**src/rtl/winwdt_pkg.sv**
```systemverilog
// Package: shared widths, register offsets, the restart key and the mode
// word type used by the windowed watchdog. Field positions are fixed by the
// register layout, not by the width parameters.
package winwdt_pkg;

    localparam int CNT_W  = 12;
    localparam int DATA_W = 32;
    localparam int ADDR_W = 4;

    localparam logic [ADDR_W-1:0] OFS_CTRL = 4'h0;
    localparam logic [ADDR_W-1:0] OFS_MODE = 4'h4;
    localparam logic [ADDR_W-1:0] OFS_STAT = 4'h8;

    localparam logic [7:0] RESTART_KEY = 8'hA5;

    typedef struct packed {
        logic             idle_hlt_en;
        logic             dbg_hlt_en;
        logic [CNT_W-1:0] window;
        logic             dis;
        logic             proc_only;
        logic             rst_en;
        logic             irq_en;
        logic [CNT_W-1:0] reload;
    } mode_t;

    localparam mode_t MODE_DFLT = '{
        idle_hlt_en: 1'b0, dbg_hlt_en: 1'b0, window: '1, dis: 1'b0,
        proc_only: 1'b0, rst_en: 1'b1, irq_en: 1'b0, reload: '1
    };

    // Unpack a bus word into the mode fields.
    function automatic mode_t word2mode(input logic [DATA_W-1:0] w);
        mode_t m;
        m.reload      = w[11:0];
        m.irq_en      = w[12];
        m.rst_en      = w[13];
        m.proc_only   = w[14];
        m.dis         = w[15];
        m.window      = w[27:16];
        m.dbg_hlt_en  = w[28];
        m.idle_hlt_en = w[29];
        return m;
    endfunction

    // Pack the mode fields into a bus word.
    function automatic logic [DATA_W-1:0] mode2word(input mode_t m);
        logic [DATA_W-1:0] w;
        w        = '0;
        w[11:0]  = m.reload;
        w[12]    = m.irq_en;
        w[13]    = m.rst_en;
        w[14]    = m.proc_only;
        w[15]    = m.dis;
        w[27:16] = m.window;
        w[28]    = m.dbg_hlt_en;
        w[29]    = m.idle_hlt_en;
        return w;
    endfunction

endpackage

```
**src/rtl/winwdt_regs.sv**
```systemverilog
// Register file: decodes the restart command and the write-once mode
// register, holds the clear-on-read fault flags and drives read data.
// Assumes one access per cycle and read data sampled in the rd_en cycle.
module winwdt_regs
    import winwdt_pkg::*;
#(
    parameter int CW = CNT_W,
    parameter int DW = DATA_W,
    parameter int AW = ADDR_W
) (
    input  logic          clk,
    input  logic          rst_n,
    input  logic          wr_en,
    input  logic          rd_en,
    input  logic [AW-1:0] addr,
    input  logic [DW-1:0] wdata,
    input  logic          unf_evt,
    input  logic          err_evt,
    input  logic [CW-1:0] cnt,
    output mode_t         mode_q,
    output logic          locked_q,
    output logic          mode_wr,
    output logic          restart_req,
    output logic          unf_flag,
    output logic          err_flag,
    output logic [DW-1:0] rdata
);

    localparam int KEY_LSB = DW - 8;
    localparam int CNT_LSB = 16;

    logic stat_rd;

    // Command decode: keyed restart, first mode write, status read.
    always_comb begin
        restart_req = wr_en && (addr == OFS_CTRL) && wdata[0]
                      && (wdata[DW-1:KEY_LSB] == RESTART_KEY);
        mode_wr     = wr_en && (addr == OFS_MODE) && !locked_q;
        stat_rd     = rd_en && (addr == OFS_STAT);
    end

    // Mode register with its write-once lock.
    always_ff @(posedge clk) begin
        if (!rst_n) begin
            mode_q   <= MODE_DFLT;
            locked_q <= 1'b0;
        end else if (mode_wr) begin
            mode_q   <= word2mode(wdata);
            locked_q <= 1'b1;
        end
    end

    // Fault flags: a new event wins over a clearing read.
    always_ff @(posedge clk) begin
        if (!rst_n) begin
            unf_flag <= 1'b0;
            err_flag <= 1'b0;
        end else begin
            unf_flag <= unf_evt || (unf_flag && !stat_rd);
            err_flag <= err_evt || (err_flag && !stat_rd);
        end
    end

    // Read mux.
    always_comb begin
        rdata = '0;
        if (rd_en) begin
            if (addr == OFS_MODE) begin
                rdata = mode2word(mode_q);
            end else if (addr == OFS_STAT) begin
                rdata[0] = unf_flag;
                rdata[1] = err_flag;
                rdata[CNT_LSB +: CW] = cnt;
            end
        end
    end

endmodule

```
**src/rtl/winwdt_count.sv**
```systemverilog
// Counter core: steps the down-counter on qualified ticks, checks restart
// commands against the window and reports underflow and window errors.
// Assumes tick_en is a one-cycle pulse from the slow clock domain.
module winwdt_count
    import winwdt_pkg::*;
#(
    parameter int CW = CNT_W
) (
    input  logic          clk,
    input  logic          rst_n,
    input  logic          tick_en,
    input  logic          dbg_halt,
    input  logic          idle_halt,
    input  logic          dbg_hlt_en,
    input  logic          idle_hlt_en,
    input  logic          dis,
    input  logic [CW-1:0] reload,
    input  logic [CW-1:0] window,
    input  logic          mode_wr,
    input  logic [CW-1:0] new_reload,
    input  logic          restart_req,
    output logic [CW-1:0] cnt_q,
    output logic          restart_ok,
    output logic          unf_evt,
    output logic          err_evt
);

    logic halted;
    logic step;
    logic in_win;

    // Tick qualification and window test.
    always_comb begin
        halted     = (dbg_hlt_en && dbg_halt) || (idle_hlt_en && idle_halt);
        step       = tick_en && !halted && !dis;
        in_win     = (cnt_q <= window);
        restart_ok = restart_req && !dis && in_win;
        err_evt    = restart_req && !dis && !in_win;
        unf_evt    = step && (cnt_q == '0);
    end

    // Counter: mode load, then restart, then tick step.
    always_ff @(posedge clk) begin
        if (!rst_n) begin
            cnt_q <= '1;
        end else if (mode_wr) begin
            cnt_q <= new_reload;
        end else if (restart_ok) begin
            cnt_q <= reload;
        end else if (step) begin
            cnt_q <= (cnt_q == '0) ? reload : cnt_q - 1'b1;
        end
    end

endmodule

```
**src/rtl/winwdt_fault.sv**
```systemverilog
// Fault outputs: stretches a reset request to the next tick, routes it to
// the system or processor reset, and forms the level interrupt.
module winwdt_fault (
    input  logic clk,
    input  logic rst_n,
    input  logic tick_en,
    input  logic fault_evt,
    input  logic rst_en,
    input  logic proc_only,
    input  logic irq_en,
    input  logic unf_flag,
    input  logic err_flag,
    output logic sys_rst_req,
    output logic cpu_rst_req,
    output logic fault_irq
);

    logic pend_q;

    // Reset request held from the fault until the next tick.
    always_ff @(posedge clk) begin
        if (!rst_n) begin
            pend_q <= 1'b0;
        end else if (fault_evt && rst_en) begin
            pend_q <= 1'b1;
        end else if (tick_en) begin
            pend_q <= 1'b0;
        end
    end

    // Output routing.
    always_comb begin
        sys_rst_req = pend_q && !proc_only;
        cpu_rst_req = pend_q && proc_only;
        fault_irq   = irq_en && (unf_flag || err_flag);
    end

endmodule

```
**src/rtl/winwdt.sv**
```systemverilog
// Top: windowed watchdog with keyed restart, write-once mode register,
// clear-on-read status and reset/interrupt outputs.
module winwdt
    import winwdt_pkg::*;
#(
    parameter int CW = CNT_W,
    parameter int DW = DATA_W,
    parameter int AW = ADDR_W
) (
    input  logic          clk,
    input  logic          rst_n,
    input  logic          tick_en,
    input  logic          dbg_halt,
    input  logic          idle_halt,
    input  logic          wr_en,
    input  logic          rd_en,
    input  logic [AW-1:0] addr,
    input  logic [DW-1:0] wdata,
    output logic [DW-1:0] rdata,
    output logic          sys_rst_req,
    output logic          cpu_rst_req,
    output logic          fault_irq
);

    mode_t         mode_q;
    logic          locked_q;
    logic          mode_wr;
    logic          restart_req;
    logic          restart_ok;
    logic          unf_flag;
    logic          err_flag;
    logic          unf_evt;
    logic          err_evt;
    logic          fault_evt;
    logic [CW-1:0] cnt_q;

    // Any fault event.
    always_comb fault_evt = unf_evt || err_evt;

    winwdt_regs #(.CW(CW), .DW(DW), .AW(AW)) u_regs (
        .clk         (clk),
        .rst_n       (rst_n),
        .wr_en       (wr_en),
        .rd_en       (rd_en),
        .addr        (addr),
        .wdata       (wdata),
        .unf_evt     (unf_evt),
        .err_evt     (err_evt),
        .cnt         (cnt_q),
        .mode_q      (mode_q),
        .locked_q    (locked_q),
        .mode_wr     (mode_wr),
        .restart_req (restart_req),
        .unf_flag    (unf_flag),
        .err_flag    (err_flag),
        .rdata       (rdata)
    );

    winwdt_count #(.CW(CW)) u_count (
        .clk         (clk),
        .rst_n       (rst_n),
        .tick_en     (tick_en),
        .dbg_halt    (dbg_halt),
        .idle_halt   (idle_halt),
        .dbg_hlt_en  (mode_q.dbg_hlt_en),
        .idle_hlt_en (mode_q.idle_hlt_en),
        .dis         (mode_q.dis),
        .reload      (mode_q.reload),
        .window      (mode_q.window),
        .mode_wr     (mode_wr),
        .new_reload  (wdata[CW-1:0]),
        .restart_req (restart_req),
        .cnt_q       (cnt_q),
        .restart_ok  (restart_ok),
        .unf_evt     (unf_evt),
        .err_evt     (err_evt)
    );

    winwdt_fault u_fault (
        .clk         (clk),
        .rst_n       (rst_n),
        .tick_en     (tick_en),
        .fault_evt   (fault_evt),
        .rst_en      (mode_q.rst_en),
        .proc_only   (mode_q.proc_only),
        .irq_en      (mode_q.irq_en),
        .unf_flag    (unf_flag),
        .err_flag    (err_flag),
        .sys_rst_req (sys_rst_req),
        .cpu_rst_req (cpu_rst_req),
        .fault_irq   (fault_irq)
    );

endmodule

```
**config.mk**
```make
export PLATFORM = sky130hd
export DESIGN_NAME = winwdt
export DESIGN_NICKNAME = d
export VERILOG_FILES = /design/src/rtl/winwdt_pkg.sv /design/src/rtl/winwdt_regs.sv /design/src/rtl/winwdt_count.sv /design/src/rtl/winwdt_fault.sv /design/src/rtl/winwdt.sv
export SDC_FILE = /design/constraint.sdc
export NUM_CORES = 1
export LEC_CHECK = 0
export BUFFER_PORTS_ARGS = -buffer_cell sky130_fd_sc_hd__buf_2
export CORE_ASPECT_RATIO = 1.5
export CORE_UTILIZATION = 29
export CTS_CLUSTER_DIAMETER = 60
export DETAILED_ROUTE_END_ITERATION = 10
export HOLD_SLACK_MARGIN = 0.06
export PLACE_DENSITY = 0.54
export SYNTH_ARGS = -nofsm -noshare
export SYNTH_HDL_FRONTEND = slang
export SYNTH_SLANG_ARGS = --single-unit
```
**constraint.sdc**
```tcl
create_clock -name clk -period 2.2 [get_ports clk]
set_input_delay 0.22 -clock clk [delete_from_list [all_inputs] [get_ports clk]]
set_output_delay 0.22 -clock clk [all_outputs]
set_load 0.05 [all_outputs]
```
==> Word level (Yosys, flattened, before mapping) <==
Cells that the tools add are included.
{ "op_classes": {"reduce_logical": 35, "magnitude_cmp": 1, "bitwise_logic": 0, "mux": 13, "shifts": 0, "n_mul": 0, "eq_ne": 3, "div": 0, "addsub": 1} }
{ "ops": {"columns": ["op", "count"], "rows": [
  ["two-way mux 12 bit", 6],
  ["two-way mux 32 bit", 1],
  ["logical AND 1 bit", 20],
  ["two-way mux 14 bit", 1],
  ["less-or-equal comparator 12 bit", 1],
  ["zero test 12 bit", 1],
  ["subtractor 12 x 1 -> 12 bit (second input constant)", 1],
  ["equality test 8 bit (second input constant)", 1],
  ["zero test 1 bit", 6],
  ["two-way mux 2 bit", 3],
  ["logical OR 1 bit", 5],
  ["equality test 4 x 3 -> 1 bit (second input constant)", 1],
  ["equality test 4 bit (second input constant)", 1],
  ["zero test 4 bit", 1],
  ["nonzero test 3 bit", 1],
  ["two-way mux 1 bit", 2],
  ["nonzero test 2 bit", 1]
]} }
{ "totals": {"elab_cells": 66, "out_inout_bits": 35, "mem_bits_ro": 0, "latchBits": 0, "register_bits": 46, "inputBits": 43, "ramBits": 0, "n_memories": 0} }

==> Logic depth before layout (Yosys ltp) <==
Gate-level depths: netlist of run 1.
{ "logic_depth": {"depth_word": 9, "mapped_depth": 10, "ltp_nobuf": 9} }

==> By module <==
Synthesis of run 1 repeated with hierarchy kept, for this count alone.
{ "unflattened": {"hier_cells": 394, "hier_area_um2": 3359.5} }
{ "modules_own_cells": {"columns": ["mod", "area_per_inst_um2", "seq_area_each_um2", "n_inst", "cells_per_inst"], "rows": [
  ["winwdt_regs", 1752.9, 660.6, 1, 188],
  ["winwdt_count", 1539.0, 240.2, 1, 198],
  ["winwdt_fault", 61.3, 20.0, 1, 7],
  ["winwdt", 6.3, 0.0, 1, 1]
]} }

==> Least setup slack after synthesis of run 1 <==
OpenSTA, ideal clock, no wires.
{ "synth_path": {"path_type": "register -> register", "from": "reg u_count.cnt_q[0]", "to": "reg u_count.cnt_q[5]", "stages_incl_launch_ff": 11, "required_ns": 2.085, "setup_time_ns": 0.115, "setup_slack_ns": 0.155, "period_less_slack_ns": 2.045, "path_buffers": 1, "t_arrival_ns": 1.930, "path_cell_list": "dfxtp_1 -> inv_1 -> ha_1 -> nor2b_1 -> o211ai_1 -> a211o_1 -> a31oi_1 -> buf_6 -> o21ai_1 -> o21a_1 -> o21a_1"} }
{ "synth_between": {"elab_chain_len": 5, "word_cells_on_any_way": 9, "cone_classes": "1 x add/sub; 1 x order compare; 4 x mux; 3 x reduce/logical"} }
{ "synth_lines": {"columns": ["element", "line_no", "source"], "rows": [
  ["from (decl)", "winwdt_count.sv:22", "output logic [CW-1:0] cnt_q,"],
  ["from (signal assigned)", "winwdt_count.sv:47", "cnt_q <= new_reload;"],
  ["from (signal assigned)", "winwdt_count.sv:49", "cnt_q <= reload;"],
  ["from (signal assigned)", "winwdt_count.sv:51", "cnt_q <= (cnt_q == '0) ? reload : cnt_q - 1'b1;"],
  ["subtractor 12 x 1 -> 12 bit / zero test 12 bit (equally long branches)", "winwdt_count.sv:51", null],
  ["two-way mux 12 bit", "winwdt_count.sv:51", null],
  ["two-way mux 12 bit", "winwdt_count.sv:50", "end else if (step) begin"],
  ["two-way mux 12 bit", "winwdt_count.sv:48", "end else if (restart_ok) begin"],
  ["two-way mux 12 bit", "winwdt_count.sv:46", "end else if (mode_wr) begin"]
]} }
Parallel ways exist; a longest one is shown, timed or not. The select of a mux whose other input is x is not followed.
A chain may end at the register's enable or synchronous reset.

==> Worst setup path in the final report of run 1 <==
{ "layout_path": {"from": "reg u_regs.mode_q[22] (netlist name)", "to": "reg u_count.cnt_q[0]"} }
{ "layout_between": {"elab_chain_len": 4, "word_cells_on_any_way": 5, "cone_classes": "1 x order compare; 2 x mux; 2 x reduce/logical"} }
{ "layout_lines": {"columns": ["element", "line_no", "source"], "rows": [
  ["less-or-equal comparator 12 bit (*)", "winwdt_count.sv:36", "in_win = (cnt_q <= window);"],
  ["logical AND 1 bit (*)", "winwdt_count.sv:37", "restart_ok = restart_req && !dis && in_win;"],
  ["two-way mux 12 bit", "winwdt_count.sv:48", null],
  ["two-way mux 12 bit", "winwdt_count.sv:46", null]
]} }
Mark *: on every way between the ends. The rest lies on a longest branch, timed or not.

==> impl_metrics.yaml, run 1 <==
run_status:
  outcome: "finished, final reports clean"
logic_synthesis:
  ys_types: 52
  synth_area_um2: 2760
  ys_seq_elements: 46
  yosysTopAreaCellShare_pct: 33.4
  yosysTopAreaCell: "dfxtp_1"
  ys_seq_area_share_pct: 33.4
  synthTopCellsByArea: "dfxtp_1 33%, nand2_1 8.0%, ha_1 6.4%, a22o_1 4.4%, and2_1 4.1%"
  synth_warnings: 0
  synth_area_per_cell_um2: 8.11
  synth_flop_cell: "dfxtp_1"
  async_flop_share_pct: 0
  synthCells: 340
  synth-edff-count: 0
clocking:
  ctsHoldBuffers: 0
  cts_htree_levels: 2
  cts_buffer_depth: 2
  cts_root_buf: "clkbuf_16"
  cts_sinks: 46
  cts-buffers-inserted: 5
  cts_tree: "yes"
  insertion_delay_ns: 0.30
  path_clk_slew_ns: 0.07
critical_path:
  required_ns: 2.38
  crit_arrival_ns: 2.38
  worst-path-max-fanout: 5
  cp-end-kind: "register"
  cpMostUsedCell: "buf_6"
  rr_worst_depth: 9
  cpLargestDelayFamily: "compound AO/OA/AOI/OAI gates"
  crit_path_cell_trace: "inv_2 -> ha_4 -> nand4_1 -> a211o_1 -> a31oi_4 -> buf_6 -> buf_6 -> nor2_1 -> o32a_1"
  crit_slowest_cell: "a211o_1"
  path_class: "register to register"
  worst_setup_path_start_kind: "register"
  path_buf_inv: 3
  path_depth: 9
  cpPeakStageDelay_ns: 0.41
pwr:
  pwr-share-comb_pct: 17.3
  sequentialPowerShare_pct: 40.8
  finalPower_mw: 2.13
  sw_frac_of_total_pct: 27.7
  powerDensity_nw_per_um2: 546
  p_leak_nw: 1.78
  ir_worst_vdd_mv: 0.309
  clkPwrFrac_pct: 41.9
  internal-power_mw: 1.54
  p_sw_mw: 0.590
run:
  max-cap-violations: 0
placement:
  io_buffers: 75
  gp_congestion: 0.844
  place_ws_ns: -0.104
  place_hpwl_um: 6580
global_route:
  track_usage_pct: 18.2
  grt_antenna_before_repair: 0
  grt_max_degree: 21
  grt_pass1_vias: 2855
  grt_overflow: 0
  grt_pass1_wl_um: 13700
routing:
  highest_layer: "met4"
  via_per_inst: 5.22
  met2_length_um: 4830
  antenna_left: 0
  met1_length_um: 3630
  drc: 0
  dr.pass1.iters: 4
  met3_length_um: 282
  dr.first_iter.drc_count: 143
  post_drt_wl_per_cell_um: 16.3
  via_count: 2874
  wl_um: 8990
sta:
  setup_violations: 0
  fmax_mhz: 456
  hold_viol: 0
  final.period_utilization_pct: 99.8
  fin_ws_ns: 0.00512
  slew_violations: 0
  fin_crit_ns: 2.19
  rsz0062_at_grt: "yes"
  finClkSkew_ns: 0.00499
layout:
  fillers: 963
  n_antenna_cell: 0
  drive_above_1_share_pct: 39.4
  areaGrowthSynthToFinish_pct: 41.8
  nNetsFinal: 495
floorplan:
  rows: 43
  initial_core_util_pct: 29.8
  dieArea_um2: 9910
  num_io_pins: 78
  die_x_um: 81.6
  coreArea_um2: 9250
  die-height_um: 121
hold_path:
  holdPathStages: 3
  min_path_type: "input port to register"
## tightest hold or removal path: cells and delay by family
| kind | cells | cell delay, ns |
|---|---|---|
| AND/OR/NAND/NOR | 2 | 0.11 |
| buffers and inverters | 1 | 0.08 |
## path summary, 6_finish.rpt
kind,endpoint,from,slack [ns]
hold reg to reg,u_regs.mode_q[3],u_regs.mode_q[3],0.46
hold / removal,u_regs.mode_q[16],wdata[16],0.14
setup reg to reg,u_count.cnt_q[0],u_regs.mode_q[22],0.005
setup / recovery,u_count.cnt_q[0],u_regs.mode_q[22],0.005
## metal layers
metal	GRT usage, %	vias up
met5	0	-
met4	6.36	0
met3	2.41	17
met2	32.6	64
met1	21.5	1379
li1	-	1414
## through the flow
stage | std cells | utilization [%] | area (um^2) | hold slack (ns) | TNS [ns]
finish | 551 | 42.3 | 3910 | 0.139 | 0
global route | 551 | 42.3 | 3910 | 0.157 | -0.619
CTS | 548 | 39.3 | 3640 | 0.134 | -0.00140
detailed placement | 540 | 37.2 | 3440 | 0.439 | -0.516
global placement | 540 | 37.2 | 3440 | 0.436 | -0.256
floorplan | 341 | - | 2760 | 0.344 | 0
## cell usage after synthesis, drive strengths merged (3+ instances only)
cell / n
a21boi: 14
a21oi: 11
a22o: 14
a31oi: 4
a41oi: 4
and2: 18
and3: 3
buf: 10
clkbuf: 10
dfxtp: 46
ha: 14
inv: 14
nand2: 60
nand3: 16
nand3b: 6
nand4: 7
nor2: 14
nor2b: 5
nor3: 6
nor3b: 5
nor4: 3
nor4b: 4
o211ai: 12
o21a: 9
o21ai: 8
## cells in the final DEF (no fill, tap or decap), types with 6 or more instances in the layout
| master | count |
|---|---|
| o21a_1 | 9 |
| buf_4 | 30 |
| dfxtp_1 | 35 |
| nand3_1 | 13 |
| a21boi_0 | 14 |
| inv_1 | 7 |
| a22o_1 | 14 |
| nand2_1 | 58 |
| dfxtp_2 | 11 |
| nand3b_1 | 6 |
| ha_4 | 11 |
| o211ai_1 | 12 |
| buf_2 | 75 |
| inv_2 | 7 |
| and2_1 | 18 |
| a21oi_1 | 9 |
| nor2_1 | 11 |
| nand4_1 | 7 |
## what timing repair did
action	4_1_cts	5_1_grt
pin swaps	0	25
setup endpoints to repair	11	13
buffers inserted	0	1
resized for setup	6	54
cloned	0	2
## kinds of logic (layout without fill, tap and decap cells)
group	count (synthesis)	in the layout	share of synthesized area [%]
buf+inv	34	132	5.54
fa+ha+maj	14	14	6.35
other cells	1	2	0.136
xor+xnor	2	2	0.635
simple gates	156	156	30.6
compound gates	85	85	22.6
flops	46	46	33.4
mux	2	2	0.726
## power groups by stage
stage / sequential [mW] / combinational, mW / clock (mW)
after floorplan: 0.889 / 0.193 / 0
after global placement: 0.884 / 0.322 / 0
after detailed placement: 0.884 / 0.326 / 0
after CTS: 0.865 / 0.334 / 0.911
after global routing: 0.872 / 0.402 / 0.941
final: 0.870 / 0.369 / 0.893
## sequential cells by signal, summed over array words and instances (netlist names)
| register | count |
|---|---|
| u_regs.mode_q | 30 |
| u_count.cnt_q | 12 |
| u_fault.pend_q | 1 |
| u_regs.err_flag | 1 |
| u_regs.locked_q | 1 |
| u_regs.unf_flag | 1 |
## final cells by class
cell class | count | area [um^2] | area share [%]
Tap cell | 112 | 140 | 3.58
Clock inverter | 3 | 45.0 | 1.15
Multi-Input combinational cell | 261 | 1950 | 49.8
Inverter | 14 | 52.6 | 1.34
Sequential cell | 46 | 935 | 23.9
Timing Repair Buffer | 110 | 666 | 17.0
Clock buffer | 5 | 125 | 3.20
Note: power is estimated with default switching activity, not from simulation.
==> inputs of run 2 (changes only) <==
Settings changed: CORE_MARGIN from default to 2, GPL_TIMING_DRIVEN from default to 0.
==> run 2 against run 1 <==
- first-iteration DRC count down 17%
- clock power down 11%
- wire length up 2.2%
- core utilization down 1.9 points
- sequential share of layout area up 1.7 points
- global-route usage down 1.0 points
- combinational power down 10%
- hold slack worse by 0.0023 ns
- highest routed layer unchanged
==> impl_metrics.yaml, run 2 (synthesized netlist as in run 1, its figures left out) <==
clocking:
  cts_root_buf: "clkbuf_16"
  cts-buffers-inserted: 5
  cts_tree: "yes"
  path_clk_slew_ns: 0.07
  insertion_delay_ns: 0.29
  cts_buffer_depth: 2
  cts_sinks: 46
  cts_htree_levels: 2
sta:
  worst_slew_pin_slew_ns: 0.599
  hold_viol: 0
  setup_violations: 0
  slew_violations: 0
  rsz0062_at_grt: "yes"
  fin_ws_ns: 0.00609
  final.period_utilization_pct: 99.7
  fmax_mhz: 456
  fin_crit_ns: 2.19
  slew_headroom_pct: 60.1
  finClkSkew_ns: 0.00823
layout:
  nNetsFinal: 487
  n_antenna_cell: 0
  final_common_cell: "buf_2"
  largest_reg_flops: 30
  areaGrowthSynthToFinish_pct: 35.5
  mostFrequentLayoutCells: "80 x buf_2, 58 x nand2_1, 26 x dfxtp_1"
  fillers: 985
  final_cell_area_um2: 3740
  top_regs: "u_regs.mode_q x30, u_count.cnt_q x12"
  largest-register: "u_regs.mode_q"
  drive_above_1_share_pct: 36.9
  final_util_pct: 40.4
floorplan:
  coreArea_um2: 9250
  num_io_pins: 78
  initial_core_util_pct: 29.8
  die_x_um: 83.6
  rows: 43
  die-height_um: 123
  dieArea_um2: 10300
critical_path:
  path_buf_inv: 2
  worst-path-max-fanout: 5
  cpLargestDelayFamily: "simple AND/OR/NAND/NOR gates"
  crit_slowest_cell: "or3_1"
  r2r_end: "u_count.cnt_q[4]"
  rr_worst_depth: 10
  path_depth: 10
  rrSetupSlack_ns: 0.006
  crit_arrival_ns: 2.43
  path_class: "register to register"
  cpPeakStageDelay_ns: 0.41
  crit_path_cell_trace: "inv_2 -> ha_4 -> nand4_1 -> or3_1 -> o21ai_2 -> a31oi_4 -> buf_6 -> or2_1 -> nand4_1 -> o211a_1"
  cpMostUsedCell: "nand4_1"
  required_ns: 2.43
  cp-end-kind: "register"
  r2r_start: "u_regs.mode_q[26]"
  worst_setup_path_start_kind: "register"
pwr:
  p_leak_nw: 1.69
  ir_worst_vdd_mv: 0.369
  powerDensity_nw_per_um2: 535
routing:
  via_count: 2856
  met2_length_um: 4870
  post_drt_wl_per_cell_um: 16.9
  drc: 0
  dr.pass1.iters: 4
  antenna_left: 0
  highest_layer: "met4"
  met1_length_um: 3760
  met3_length_um: 362
  wl_um: 9190
  via_per_inst: 5.26
  dr.first_iter.drc_count: 119
global_route:
  grt_max_degree: 17
  track_usage_pct: 17.2
  grt_pass1_wl_um: 14100
  grt_overflow: 0
  grt_antenna_before_repair: 0
  grt_pass1_vias: 2847
placement:
  place_area_um2: 3280
  place_ws_ns: -0.362
  gp_congestion: 0.862
  io_buffers: 75
  place_hpwl_um: 6890
hold_path:
  min_path_type: "input port to register"
  hold_end: "u_regs.mode_q[13]"
  holdPathStages: 3
  min-delay-start: "wdata[13]"
run:
  max-cap-violations: 0
run_status:
  outcome: "finished, final reports clean"
## run 2: changes by cell type in the layout (fill, tap and decap cells not counted), moves of 4 or more
cell | before | now
buf_2 | 75 | 80
buf_4 | 30 | 8
clkbuf_1 | 0 | 9
dfxtp_1 | 35 | 26
dfxtp_2 | 11 | 15
dfxtp_4 | 0 | 5
## run 2: cell type report
type | count | area [um^2] | share of cell area (%)
Multi-Input combinational cell | 261 | 1900 | 50.8
Sequential cell | 46 | 958 | 25.6
Timing Repair Buffer | 82 | 429 | 11.5
Tap cell | 112 | 140 | 3.75
Clock buffer | 5 | 125 | 3.35
Buffer | 20 | 109 | 2.91
Inverter | 14 | 52.6 | 1.41
Clock inverter | 3 | 25.0 | 0.670
## run 2: worst max path at each step
stage / from / end / slack [ns]
2_1_floorplan: u_count.cnt_q[0] / u_count.cnt_q[5] / 0.16
3_3_place_gp: addr[1] / rdata[19] / -0.38
3_5_place_dp: addr[1] / rdata[19] / -0.36
4_1_cts: u_count.cnt_q[11] / u_count.cnt_q[4] / -0.02
5_1_grt: u_regs.mode_q[17] / u_count.cnt_q[8] / -0.07
6_report: u_regs.mode_q[26] / u_count.cnt_q[4] / 0.006
## run 2: per-layer routing
| metal | GRT usage, % | vias up |
|---|---|---|
| met5 | 0 | - |
| li1 | - | 1408 |
| met1 | 19.3 | 1377 |
| met2 | 33.0 | 61 |
| met4 | 5.34 | 0 |
| met3 | 2.80 | 10 |
## run 2: power breakdown
| part | total (mW) | internal [mW] | switching (mW) |
|---|---|---|---|
| registers | 0.875 | 0.851 | 0.0244 |
| logic | 0.331 | 0.133 | 0.198 |
| clock network | 0.792 | 0.428 | 0.364 |
## run 2: timing repair
item / in CTS / in global routing
resized for setup: 20 / 51
gates cloned: 0 / 2
hold buffers: 0 / 0
endpoints found under the setup margin: 22 / 12
pin swaps: 2 / 7
setup buffers: 0 / 5
## run 2: worst min-delay path, delay by kind of cell
| family | cells | cell delay, ns |
|---|---|---|
| buf+inv | 1 | 0.08 |
| simple gates | 2 | 0.10 |
## run 2: stage by stage
| stage | hold slack [ns] | TNS [ns] | total power [mW] | cells |
|---|---|---|---|---|
| floorplan | 0.344 | 0 | 1.08 | 341 |
| global placement | 0.435 | -5.69 | 1.18 | 528 |
| detailed placement | 0.438 | -6.87 | 1.19 | 528 |
| CTS | 0.134 | -0.0279 | 1.99 | 536 |
| global route | 0.161 | -0.532 | 2.07 | 543 |
| finish | 0.136 | 0 | 2.00 | 543 |
==> inputs of run 3 (changes only) <==
Settings changed: CORE_ASPECT_RATIO 1.5 to default.
==> run 3 against run 2 <==
- the flow now finishes with violations (setup timing)
- largest power group unchanged
- core utilization decreased by 0.24 points
- combinational power increased by 3%
- largest cell class unchanged
- highest routed layer unchanged
- cell area decreased by 0.74%
- clock skew decreased by 0.0024 ns
- hold slack got worse by 0.011 ns
==> impl_metrics.yaml, run 3 (synthesized netlist as in run 1, its figures left out) <==
sta:
  rsz0062_at_grt: "yes"
  fmax_mhz: 449
  setup_tns_ns: -0.0783
  finClkSkew_ns: 0.00578
  fin_ws_ns: -0.0261
  slew_violations: 0
  final.period_utilization_pct: 101
  fin_crit_ns: 2.23
  setup_violations: 5
  hold_viol: 0
  slew_headroom_pct: 60.8
  worst_slew_pin_slew_ns: 0.588
clocking:
  cts_root_buf: "clkbuf_8"
  cts_htree_levels: 2
  path_clk_slew_ns: 0.08
  cts_tree: "yes"
  cts_sinks: 46
  cts_buffer_depth: 2
  cts-buffers-inserted: 5
  insertion_delay_ns: 0.30
floorplan:
  dieArea_um2: 10300
  coreArea_um2: 9240
  die_x_um: 102
  die-height_um: 102
  num_io_pins: 78
  rows: 35
  initial_core_util_pct: 29.8
critical_path:
  crit_start: "u_count.cnt_q[7]"
  worst_setup_path_start_kind: "register"
  r2r_start: "u_count.cnt_q[7]"
  cp-end-kind: "register"
  required_ns: 2.40
  path_class: "register to register"
  crit_arrival_ns: 2.42
  worst-path-max-fanout: 6
pwr:
  ir_worst_vdd_mv: 0.244
  p_leak_nw: 1.68
  powerDensity_nw_per_um2: 465
global_route:
  grt_antenna_before_repair: 0
  grt_overflow: 0
  grt_max_degree: 13
  grt_pass1_wl_um: 13700
  grt_pass1_vias: 2736
  track_usage_pct: 17.0
hold_path:
  min-delay-start: "wdata[16]"
  min_path_type: "input port to register"
routing:
  drc: 0
  via_per_inst: 5.00
  post_drt_wl_per_cell_um: 16.1
  wl_um: 9000
  antenna_left: 0
  dr.first_iter.drc_count: 128
  via_count: 2801
  dr.pass1.iters: 4
layout:
  final_common_cell: "buf_2"
  mostFrequentLayoutCells: "79 x buf_2, 58 x nand2_1, 27 x dfxtp_1"
  nNetsFinal: 488
  final_cell_area_um2: 3710
  largest-register: "u_regs.mode_q"
  drive_above_1_share_pct: 36.0
  top_regs: "u_regs.mode_q x30, u_count.cnt_q x12"
  areaGrowthSynthToFinish_pct: 34.5
  largest_reg_flops: 30
  n_antenna_cell: 0
placement:
  place_hpwl_um: 6600
  io_buffers: 75
  gp_congestion: 0.881
  place_area_um2: 3300
run:
  max-cap-violations: 0
run_status:
  outcome: "finished with violations"
  violations: "setup timing"
==> run 3: changes by cell type in the layout (fill, tap and decap cells not counted), sizes merged <==
cell / previous run / this run
clkinv: 1 / 0
clkbuf: 16 / 17
clkinvlp: 1 / 0
inv: 15 / 14
buf: 91 / 93
==> run 3: final timing paths <==
path	end	slack, ns	cells after the start
worst max-delay path	u_count.cnt_q[7]	-0.03	8
worst min-delay path	u_regs.mode_q[16]	0.13	3
worst max register to register	u_count.cnt_q[7]	-0.03	8
worst min register to register	u_regs.mode_q[3]	0.46	2
==> run 3: critical path, cell delays in order (launching register included) <==
cell and delay [ns]:
dfxtp_4 0.39, ha_4 0.28, nand4_1 0.17, a211o_1 0.38
a31oi_4 0.31, buf_6 0.18, o21ai_2 0.08, o21a_1 0.18
o21a_1 0.15
==> run 3: layer usage <==
metal | track usage, % | vias to the layer above | wire length [um]
met3 | 3.24 | 14 | 606
met5 | 0 | - | 0
met1 | 23.7 | 1284 | 4130
met4 | 5.61 | 0 | 157
li1 | - | 1408 | -
met2 | 26.4 | 95 | 4100
==> run 3: area by class of cell <==
type,instances,area (um^2)
multi-input combinational,261,1910
inverter,14,55.1
buffer,20,111
clock buffer,7,76.3
sequential,46,960
fill,948,5530
timing repair buffer,83,439
tap,129,161
==> run 3: what timing repair did <==
item	CTS	global route
pin swaps	1	21
resized for setup	21	50
setup buffers	0	7
endpoints found under the setup margin	22	16
hold buffers	0	0
gates cloned	0	1
==> run 3: power by group <==
part | internal [mW] | leakage [nW] | switching (mW) | total, mW
Clock | 0.220 | 0.0383 | 0.286 | 0.506
Sequential | 0.849 | 0.367 | 0.0283 | 0.878
Combinational | 0.143 | 1.27 | 0.198 | 0.340
==> run 3: per-stage QoR <==
| step | hold WS [ns] | worst slack [ns] | utilization [%] | cells | power, mW |
|---|---|---|---|---|---|
| after floorplan | 0.344 | 0.155 | - | 341 | 1.08 |
| final | 0.125 | -0.0261 | 40.1 | 560 | 1.72 |
| after detailed placement | 0.441 | -0.345 | 35.7 | 545 | 1.19 |
| after global routing | 0.140 | -0.126 | 40.1 | 560 | 1.80 |
| after global placement | 0.432 | -0.313 | 35.7 | 545 | 1.18 |
| after CTS | 0.125 | 0.00218 | 37.3 | 552 | 1.70 |
